===== src/rtl/irq_tl_pkg.sv =====
package irq_tl_pkg;
  localparam int LOC_W = 12;
  localparam int GLB_W = 2;
  localparam int ADDR_W = 3;
  // valid local positions: 0..3 and 8..11
  localparam logic [LOC_W-1:0] LOC_VALID = 12'hF0F;
  localparam logic [GLB_W-1:0] GLB_VALID = 2'b11;

  typedef enum logic [ADDR_W-1:0] {
    A_LSTAT = 3'd0,
    A_LEN   = 3'd1,
    A_GSTAT = 3'd2,
    A_GSEN  = 3'd3,
    A_GSIG  = 3'd4
  } reg_addr_e;

  localparam int G_LOCAL = 0;
  localparam int G_SIB   = 1;
endpackage


===== src/rtl/irq_tl_w1c.sv =====
module irq_tl_w1c #(
  parameter int W = 8,
  parameter logic [W-1:0] MASK = '1
) (
  input  logic         clk_i,
  input  logic         rst_ni,
  input  logic [W-1:0] set_i,
  input  logic [W-1:0] clr_i,
  output logic [W-1:0] q_o
);
  logic [W-1:0] q_q;

  always_ff @(posedge clk_i or negedge rst_ni) begin
    if (!rst_ni) q_q <= '0;
    else         q_q <= ((q_q & ~clr_i) | set_i) & MASK;  // set wins
  end

  assign q_o = q_q;


  set_wins_chk: assert property (@(posedge clk_i) disable iff (!rst_ni)
    ((set_i & MASK) != '0) |=> ((q_o & $past(set_i & MASK)) == $past(set_i & MASK)));

  clr_only_chk: assert property (@(posedge clk_i) disable iff (!rst_ni)
    ((clr_i & ~set_i) != '0) |=> ((q_o & $past(clr_i & ~set_i)) == '0));

  hold_chk: assert property (@(posedge clk_i) disable iff (!rst_ni)
    (set_i == '0 && clr_i == '0) |=> $stable(q_o));

  masked_chk: assert property (@(posedge clk_i) disable iff (!rst_ni)
    (q_o & ~MASK) == '0);
endmodule


===== src/rtl/irq_tl_rw.sv =====
module irq_tl_rw #(
  parameter int W = 8,
  parameter logic [W-1:0] MASK = '1
) (
  input  logic         clk_i,
  input  logic         rst_ni,
  input  logic         we_i,
  input  logic [W-1:0] d_i,
  output logic [W-1:0] q_o
);
  logic [W-1:0] q_q;

  always_ff @(posedge clk_i or negedge rst_ni) begin
    if (!rst_ni)   q_q <= '0;
    else if (we_i) q_q <= d_i & MASK;
  end

  assign q_o = q_q;


  no_write_hold_chk: assert property (@(posedge clk_i) disable iff (!rst_ni)
    !we_i |=> $stable(q_o));
endmodule


===== src/rtl/irq_tl_ctrl.sv =====
module irq_tl_ctrl
  import irq_tl_pkg::*;
(
  input  logic              clk_i,
  input  logic              rst_ni,
  input  logic              we_i,
  input  logic [ADDR_W-1:0] addr_i,
  input  logic [LOC_W-1:0]  wdata_i,
  output logic [LOC_W-1:0]  rdata_o,
  input  logic [LOC_W-1:0]  evt_i,
  input  logic              sib_irq_i,
  output logic              irq_o
);
  logic [LOC_W-1:0] lstat_q, len_q, lclr;
  logic [GLB_W-1:0] gstat_q, gsen_q, gsig_q, gsrc, gset, gclr;
  logic             loc_sum;
  logic             wr_lstat, wr_len, wr_gstat, wr_gsen, wr_gsig;

  assign wr_lstat = we_i && (addr_i == A_LSTAT);
  assign wr_len   = we_i && (addr_i == A_LEN);
  assign wr_gstat = we_i && (addr_i == A_GSTAT);
  assign wr_gsen  = we_i && (addr_i == A_GSEN);
  assign wr_gsig  = we_i && (addr_i == A_GSIG);

  assign lclr = wr_lstat ? wdata_i : '0;
  assign gclr = wr_gstat ? wdata_i[GLB_W-1:0] : '0;

  irq_tl_w1c #(.W(LOC_W), .MASK(LOC_VALID)) u_lstat (
    .clk_i, .rst_ni, .set_i(evt_i), .clr_i(lclr), .q_o(lstat_q));

  irq_tl_rw #(.W(LOC_W), .MASK(LOC_VALID)) u_len (
    .clk_i, .rst_ni, .we_i(wr_len), .d_i(wdata_i), .q_o(len_q));

  assign loc_sum = |(lstat_q & len_q);

  assign gsrc[G_LOCAL] = loc_sum;
  assign gsrc[G_SIB]   = sib_irq_i;

  for (genvar g = 0; g < GLB_W; g++) begin : g_gate
    assign gset[g] = gsrc[g] & gsen_q[g];
  end

  irq_tl_w1c #(.W(GLB_W), .MASK(GLB_VALID)) u_gstat (
    .clk_i, .rst_ni, .set_i(gset), .clr_i(gclr), .q_o(gstat_q));

  irq_tl_rw #(.W(GLB_W), .MASK(GLB_VALID)) u_gsen (
    .clk_i, .rst_ni, .we_i(wr_gsen), .d_i(wdata_i[GLB_W-1:0]), .q_o(gsen_q));

  irq_tl_rw #(.W(GLB_W), .MASK(GLB_VALID)) u_gsig (
    .clk_i, .rst_ni, .we_i(wr_gsig), .d_i(wdata_i[GLB_W-1:0]), .q_o(gsig_q));

  assign irq_o = |(gstat_q & gsig_q);

  always_comb begin
    rdata_o = '0;
    unique case (addr_i)
      A_LSTAT: rdata_o = lstat_q;
      A_LEN:   rdata_o = len_q;
      A_GSTAT: rdata_o[GLB_W-1:0] = gstat_q;
      A_GSEN:  rdata_o[GLB_W-1:0] = gsen_q;
      A_GSIG:  rdata_o[GLB_W-1:0] = gsig_q;
      default: rdata_o = '0;
    endcase
  end


  glb_local_src_chk: assert property (@(posedge clk_i) disable iff (!rst_ni)
    $rose(gstat_q[G_LOCAL]) |-> $past(gsen_q[G_LOCAL] && loc_sum));

  glb_sib_src_chk: assert property (@(posedge clk_i) disable iff (!rst_ni)
    $rose(gstat_q[G_SIB]) |-> $past(gsen_q[G_SIB] && sib_irq_i));

  irq_fall_chk: assert property (@(posedge clk_i) disable iff (!rst_ni)
    $fell(irq_o) |-> $past(we_i));

  irq_rise_chk: assert property (@(posedge clk_i) disable iff (!rst_ni)
    $rose(irq_o) |-> ($past(gsig_q != '0) || $past(we_i)));
endmodule


===== config.mk =====
export PLATFORM = sky130hd
export DESIGN_NAME = irq_tl_ctrl
export DESIGN_NICKNAME = d
export VERILOG_FILES = /design/src/rtl/irq_tl_pkg.sv /design/src/rtl/irq_tl_w1c.sv /design/src/rtl/irq_tl_rw.sv /design/src/rtl/irq_tl_ctrl.sv
export SDC_FILE = /design/constraint.sdc
export NUM_CORES = 1
export LEC_CHECK = 0
export BUFFER_PORTS_ARGS = -buffer_cell sky130_fd_sc_hd__buf_2
export CORE_MARGIN = 5
export CORE_UTILIZATION = 45
export CTS_CLUSTER_SIZE = 10
export DETAILED_ROUTE_END_ITERATION = 6
export PLACE_DENSITY = 0.82
export SLEW_MARGIN = 0
export SYNTH_ARGS = -nofsm -noshare
export SYNTH_HDL_FRONTEND = slang
export SYNTH_SLANG_ARGS = --single-unit

===== constraint.sdc =====
create_clock -name clk_i -period 1.3 [get_ports clk_i]
set_input_delay 0.195 -clock clk_i [delete_from_list [all_inputs] [get_ports clk_i]]
set_output_delay 0.195 -clock clk_i [all_outputs]
set_load 0.05 [all_outputs]

After elaboration in Yosys (flattened, before gate mapping)
Cells that the tools add are included.
{"block": "word_totals", "wordCells": 31, "output_inout_bits": 13, "regBits": 22, "input_bits": 31}
{"block": "op_classes", "reduce_logical": 8, "mux": 4, "eq_ne": 4, "bitwise_logic": 10}
{"cell": "AND 12 bit", "n": 2}
{"cell": "one-hot mux 10 bit (2 select lines)", "n": 1}
{"cell": "two-way mux 12 bit", "n": 1}
{"cell": "NOT 12 bit", "n": 1}
{"cell": "bitwise OR 12 bit", "n": 1}
{"cell": "OR reduction 12 bit", "n": 1}
{"cell": "one-hot mux 2 bit (5 select lines)", "n": 1}
{"cell": "== test 3 x 2 -> 1 bit (second input constant)", "n": 2}
{"cell": "logical AND 1 bit", "n": 5}
{"cell": "AND 2 bit", "n": 2}
{"cell": "== test 3 x 1 -> 1 bit (second input constant)", "n": 1}
{"cell": "== test 3 bit (second input constant)", "n": 1}
{"cell": "zero test 3 bit", "n": 1}
{"cell": "AND 1 bit", "n": 2}
{"cell": "two-way mux 2 bit", "n": 1}
{"cell": "NOT 2 bit", "n": 1}
{"cell": "bitwise OR 2 bit", "n": 1}
{"cell": "OR reduction 2 bit", "n": 1}

Longest topological paths before layout
Gate-level depths: netlist (run 1).
{"block": "logic_depth", "ltp_word": 6, "depth_mapped": 5, "ltp_nobuf": 3}

Hierarchy
A second synthesis (run 1) with hierarchy kept.
{"block": "hier_totals", "cells_unflattened": 136, "area_unflattened_um2": 1390.1}
{"mod": "irq_tl_ctrl", "seq_area_each_um2": 0.0, "area_per_inst_um2": 483.0, "n_inst": 1, "cells_each": 71}
{"mod": "irq_tl_rw (u_len)", "seq_area_each_um2": 200.2, "area_per_inst_um2": 365.4, "n_inst": 1, "cells_each": 22}
{"mod": "irq_tl_w1c (u_lstat)", "seq_area_each_um2": 200.2, "area_per_inst_um2": 324.1, "n_inst": 1, "cells_each": 29}
{"mod": "irq_tl_rw (u_gsen ...)", "seq_area_each_um2": 50.0, "area_per_inst_um2": 72.6, "n_inst": 2, "cells_each": 4}
{"mod": "irq_tl_w1c (u_gstat)", "seq_area_each_um2": 50.0, "area_per_inst_um2": 72.6, "n_inst": 1, "cells_each": 6}

Worst setup path before layout (run 1)
No wires, ideal clock.
{"block": "synth_timing", "path_kind": "input port to output port", "from": "in addr_i[0]", "to": "out rdata_o[0]", "arrival_ns": 1.788, "path_stages": 4, "required_time_ns": 1.105, "setup_slack_ns": -0.683, "n_path_buf": 1, "cell_sequence": "clkbuf_2 > mux4_1 > inv_1 > o21ai_0"}
{"block": "synth_between", "elab_chain_len": 2, "word_cells_on_any_way": 6, "cone_classes": "eq/ne (4); mux (1); reduce/logical (1)"}
{"element": "start, declared", "line_no": "irq_tl_ctrl.sv:7", "text": "input logic [ADDR_W-1:0] addr_i,"}
{"element": "== test 3 bit (tied with other cells)", "line_no": "irq_tl_ctrl.sv:56", "text": "unique case (addr_i)"}
{"element": "one-hot mux 2 bit (5 select lines) (*)", "line_no": "irq_tl_ctrl.sv:56"}
{"element": "end, declared", "line_no": "irq_tl_ctrl.sv:9", "text": "output logic [LOC_W-1:0] rdata_o,"}
Mark *: on every way between the ends. The rest lies on a longest branch, timed or not.

Final worst setup path (run 1)
{"block": "layout_timing", "from": "reg u_gstat.q_q[0], in the netlist u_gstat.q_o[0]", "to": "out rdata_o[0]"}
{"block": "layout_between", "elab_chain_len": 1}
{"element": "start, declared", "line_no": "irq_tl_w1c.sv:11", "text": "logic [W-1:0] q_q;"}
{"element": "start signal, assigned", "line_no": "irq_tl_w1c.sv:15", "text": "else q_q <= ((q_q & ~clr_i) | set_i) & MASK;"}
{"element": "one-hot mux 2 bit (5 select lines)", "line_no": "irq_tl_ctrl.sv:56"}
Every way passes these cells.

==> out/results.ini, run 1 <==
[synthesis]
synth_top_family_by_area=multiplexers
synth_fa_ha_area_share_pct=0
synth_compound_area_share_pct=10.7
synth.avg_cell_area_um2=12.0
synth.largest_area_cell=dfrtp_1
synth-edff-count=0
synthTopCellsByCount=22 x dfrtp_1, 12 x mux2_2, 11 x nand2_1, 8 x a21o_1, 7 x nor2_1
synth-xor-area-share_pct=0
syn_area_um2=1180
synth_seq_cells=22
async_flop_share_pct=100
synth.most_common_cell=dfrtp_1
ys_seq_area_share_pct=46.7
synth_top_area_share_pct=46.7
syn_inst=98
synth-main-ff-cell=dfrtp_1
ys_warn_count=0
yosys-top-cells-area=dfrtp_1 47%, mux2_2 11%, mux2i_1 5.1%
synth_simple_gate_area_share_pct=14.2
synthMuxAreaShare_pct=21.0
synth_cell_types=22

[die]
dieArea_um2=3750
io_pins=44
die_h_um=61.2
num_rows=18
start_util_pct=47.2
dieWidth_um=61.2
coreArea_um2=2500

[worst_hold_path]
min_path_cells=2
hold_start=evt_i[11]
hp-class=input pin to flip-flop

[power]
clkPwrFrac_pct=16.9
ir_worst_vdd_mv=0.756
p_sw_mw=0.605
seq_power_share_pct=45.6
power.internal_mw=1.23
finalPower_mw=1.83
combPwrFrac_pct=37.5
switching_share_pct=33.0
p_leak_nw=0.756
powerDensity_nw_per_um2=1120

[detailed_routing]
wl_per_cell_um=15.2
drt_iter0_markers=20
dr.pass1.iters=4
vias_per_cell=5.22
vias=960
drc_errors=0
routed_wl_um=2800
detail-route-antenna-nets=0

[final_layout]
layout.nets=187
antennaDiodeCount=0
fillers=188
final_cell_area_um2=1640
multi_input_area_um2=579
final_layout_size_suffix_gt1_share_pct=57.8
area_delta_synth_final_pct=38.8
regArea_um2=551

[timing]
min_period_ns=1.67
slew_viol_final=0
period_share_pct=128
setup_violations=6
setup_slack_ns=-0.370
final.setup_skew_ns=0.0105
finalSetupTns_ns=-0.984
final_hold_viol_count=0
rsz0062_at_grt=yes
fmax_mhz=599

[run]
cap_viol_max_count=0

[critical_path]
cp.arrival_ns=1.48
critPathCaptureType=output pin
r2r_start=u_len.q_o[3]$_DFFE_PN0P_
crit_fanout=2
reg2reg_depth=4
path_class=flip-flop to output pin
startpoint_type=flip-flop
cp.required_ns=1.11
crit_start=u_gstat.q_o[0]$_DFF_PN0_

[placed_design]
dp_slack_ns=-0.138
hpwl_um=1990
postPlaceCellArea_um2=1460
portBuffers=31
globalplace.congestion=0.826

[clock_network]
clockRootBuffer=clkbuf_4
cts_tree=done
cts_buffers=3
clk_latency_ns=0.31
cts_max_level=1
cts.sinks=22
clk_path_buf_depth=2
clk_pin_slew_ns=0.12

[global_route]
grt_pass1_wl_um=4730
grt-ovfl-total=0
grt_max_degree=23
grt_pass1_vias=1038
antenna_found_initial=0
grt_usage_pct=17.6

[status]
violations=setup timing
outcome=finished, violations left

[metrics by stage]
step,hold WS (ns),utilization [%],instances
after detailed placement,0.186,58.2,167
after global routing,0.0270,65.5,184
after floorplan,-0.101,-,101
final,0.0447,65.5,184
after CTS,0.0476,65.1,183
after global placement,0.169,58.2,167
[worst max-delay path, cell delays in order (launching register included)]
cell and delay, ns:
dfrtp_1 0.42, mux4_2 0.48, inv_2 0.07, o21ai_2 0.05
buf_6 0.15
[state kept, by name, indices dropped and copies added, names as in the netlist]
register     count
u_len.q_o        8
u_gsig.q_o       2
u_lstat.q_o      8
u_gstat.q_o      2
u_gsen.q_o       2
[cell type report]
class,instances,area share (%)
inverter,2,0.458
timing repair buffer,59,26.9
tap,30,2.29
multi-input combinational,68,35.4
clock buffer,3,1.38
sequential,22,33.6
[final timing paths]
| path | to | slack (ns) |
|---|---|---|
| worst max-delay path | rdata_o[0] | -0.37 |
| worst min-delay path | u_lstat.q_o[11]$_DFF_PN0_ | 0.04 |
| worst max register to register | u_gstat.q_o[0]$_DFF_PN0_ | 0.06 |
| worst min register to register | u_gsig.q_o[1]$_DFFE_PN0P_ | 0.56 |
| max in group asynchronous | u_gsig.q_o[1]$_DFFE_PN0P_ | 0.60 |
| min in group asynchronous | u_len.q_o[3]$_DFFE_PN0P_ | 0.36 |
[layout by cell type (no fill, tap or decap)]
cell type / count
mux2_2: 12
nor2_2: 6
inv_2: 2
nor2_1: 1
a21o_1: 8
o21ai_4: 1
nand2_1: 11
dlygate4sd3_1: 1
a22oi_1: 4
dfrtp_1: 22
conb_1: 4
nor4b_4: 1
mux4_2: 2
buf_6: 10
buf_4: 25
nand3_1: 2
clkbuf_4: 3
nor2_8: 1
nand4_1: 1
or2_1: 1
o21ai_2: 1
buf_12: 1
buf_2: 22
a22o_1: 3
mux2i_1: 6
and4bb_2: 2
nand4b_1: 1
[what timing repair did]
| item | CTS | global route |
|---|---|---|
| setup endpoints to repair | 9 | 9 |
| endpoints found under the hold margin | 22 | 0 |
| gates resized for setup | 21 | 1 |
| hold buffers | 1 | 0 |
| pin swaps | 2 | 1 |
| gates cloned | 0 | 0 |
| setup buffers | 13 | 1 |
[routing by layer]
layer	GRT usage (%)	share of wire [%]	vias up
li1	-	-	452
met1	21.4	40	475
met2	30.1	53	26
met3	1.68	4.0	7
met4	10.2	2.8	0
met5	0	0	-
[logic make-up (layout without fill, tap and decap cells)]
logic type	after synthesis	after routing
compound gates	17	17
buf+inv	11	64
flops	22	22
mux	20	20
other cells	1	4
simple gates	27	27
[power by group through the flow]
stage          Combinational [mW]  Sequential [mW]  Clock [mW]
5_1_grt                     0.736            0.847       0.359
2_1_floorplan               0.388            0.839           0
3_3_place_gp                0.534            0.844           0
6_report                    0.687            0.836       0.309
3_5_place_dp                0.549            0.855           0
4_1_cts                     0.678            0.830       0.317
(Power assumes the default switching activity.)
==> run 2: changes to the inputs <==
Settings changed: CELL_PAD_IN_SITES_DETAIL_PLACEMENT set to 0, CELL_PAD_IN_SITES_GLOBAL_PLACEMENT set to 1, CORE_UTILIZATION 45 to 37, HOLD_SLACK_MARGIN set to 0.08, PLACE_DENSITY 0.82 to 0.86, SKIP_LAST_GASP set to 1.
==> run 2 against run 1 <==
The flow still finishes with violations (setup timing). Largest power group unchanged. Critical endpoint is now rdata_o[1]. Global-route usage shrank 3.7 points. Largest cell class unchanged. Utilization decreased by 7.9 points. Count of clock-buffer cells in the layout grew 1. Maximum frequency grew 0.60%. Clock power rose by 21%. Non-clock buffer count rose by 10. First-iteration DRC count is 40% higher.
==> out/results.ini, run 2 (synthesis gave the netlist of run 1 again) <==
[status]
outcome=finished, violations left
violations=setup timing

[critical_path]
startpoint_type=flip-flop
crit_fanout=2
reg2reg_to=u_gstat.q_o[0]$_DFF_PN0_
critPathCaptureType=output pin
reg2reg_depth=5
path_class=flip-flop to output pin
r2r_start=u_len.q_o[1]$_DFFE_PN0P_
cp.arrival_ns=1.47
cp.required_ns=1.11
reg2reg_slack_ns=0.06

[power]
powerDensity_nw_per_um2=1090
p_leak_nw=0.800
finalPower_mw=1.92
ir_worst_vdd_mv=0.490

[clock_network]
cts_buffers=3
clk_latency_ns=0.30
cts.sinks=22
clockRootBuffer=clkbuf_4
cts_tree=done
clk_path_buf_depth=2
clk_pin_slew_ns=0.12
cts_max_level=1

[die]
die_h_um=66.5
dieWidth_um=66.5
dieArea_um2=4420
num_rows=20
io_pins=44
coreArea_um2=3050
start_util_pct=38.6

[final_layout]
layout_common_cells=29 x buf_4, 22 x buf_2, 22 x dfrtp_1
regArea_um2=551
area_delta_synth_final_pct=49.1
final_common_cell=buf_4
multi_input_area_um2=591
fillers=258
layout.nets=197
final_layout_size_suffix_gt1_share_pct=57.6
antennaDiodeCount=0

[global_route]
grt_max_degree=23
antenna_found_initial=0
grt_usage_pct=13.9
grt_pass1_vias=1040
grt-ovfl-total=0
grt_pass1_wl_um=4620

[detailed_routing]
vias_per_cell=4.74
drc_errors=0
vias=990
wl_per_cell_um=13.6
drt_iter0_markers=28
detail-route-antenna-nets=0
dr.pass1.iters=4
routed_wl_um=2850

[run]
cap_viol_max_count=0

[worst_hold_path]
min_to=u_gstat.q_o[1]$_DFF_PN0_
hold_start=sib_irq_i
min_path_cells=2
hp-class=input pin to flip-flop

[timing]
setup_slack_ns=-0.360
slew_viol_final=0
fmax_mhz=602
setup_violations=4
final.setup_skew_ns=0.000777
min_period_ns=1.66
period_share_pct=128
final_hold_viol_count=0
rsz0062_at_grt=yes
finalSetupTns_ns=-0.820

[placed_design]
portBuffers=31
globalplace.congestion=0.794
hpwl_um=2060

==> run 2: changes by cell type in the layout (fill, tap and decap cells not counted), sizes merged <==
cell	delta
dlygate4sd3	+8
buf	+2
clkbuf	+1
==> run 2: how the worst max path moves through the flow <==
stage / startpoint / to / slack [ns] / cells past startpoint
detailed placement: addr_i[0] / rdata_o[1] / -0.15 / 5
floorplan: addr_i[2] / rdata_o[10] / -0.04 / 4
finish: u_lstat.q_o[1]$_DFF_PN0_ / rdata_o[1] / -0.36 / 4
global route: u_lstat.q_o[0]$_DFF_PN0_ / rdata_o[0] / -0.41 / 4
global placement: addr_i[0] / rdata_o[1] / -0.14 / 5
CTS: u_gsen.q_o[1]$_DFFE_PN0P_ / rdata_o[1] / -0.38 / 4
==> run 2: per-layer routing <==
layer	up-vias	global-route usage, %	part of all wire (%)
li1	479	-	-
met2	20	22.3	50
met3	4	2.19	4.3
met1	487	19.0	44
met4	0	4.82	0.98
met5	-	0	0
==> run 2: layout make-up <==
| cell class | instances | share of cell area [%] |
|---|---|---|
| multi-input cells | 68 | 33.6 |
| flip-flops and latches | 22 | 31.3 |
| clock buffers | 4 | 2.06 |
| repair buffers | 69 | 29.5 |
| well taps | 44 | 3.13 |
| inverters | 2 | 0.427 |
==> run 2: worst max-delay path, cell delays in order, from the launching register on <==
cell and delay, ns:
dfrtp_1 0.41, mux4_2 0.47, inv_2 0.08, o21ai_4 0.05, buf_6 0.15
==> run 2: power by group <==
part	internal, mW	switching (mW)	total (mW)
logic	0.368	0.346	0.714
registers	0.777	0.0573	0.834
clock network	0.171	0.203	0.374
total	1.32	0.607	1.92
==> run 2: what timing repair did <==
| action | in CTS | in global routing |
|---|---|---|
| pin swaps | 1 | 2 |
| cloned | 0 | 0 |
| resized for setup | 20 | 4 |
| setup endpoints to repair | 9 | 10 |
| hold buffers | 9 | 0 |
| setup buffers | 13 | 0 |
| endpoints found under the hold margin | 30 | 0 |
==> run 2: metrics by stage <==
stage	utilization, %	hold slack [ns]	std cells	setup slack [ns]	instance area, um^2
floorplan	-	-0.101	101	-0.0432	1220
finish	57.6	0.126	209	-0.360	1760
global route	57.6	0.123	209	-0.410	1760
CTS	57.1	0.117	209	-0.376	1740
detailed placement	48.3	0.186	183	-0.152	1480
global placement	48.3	0.174	183	-0.143	1480
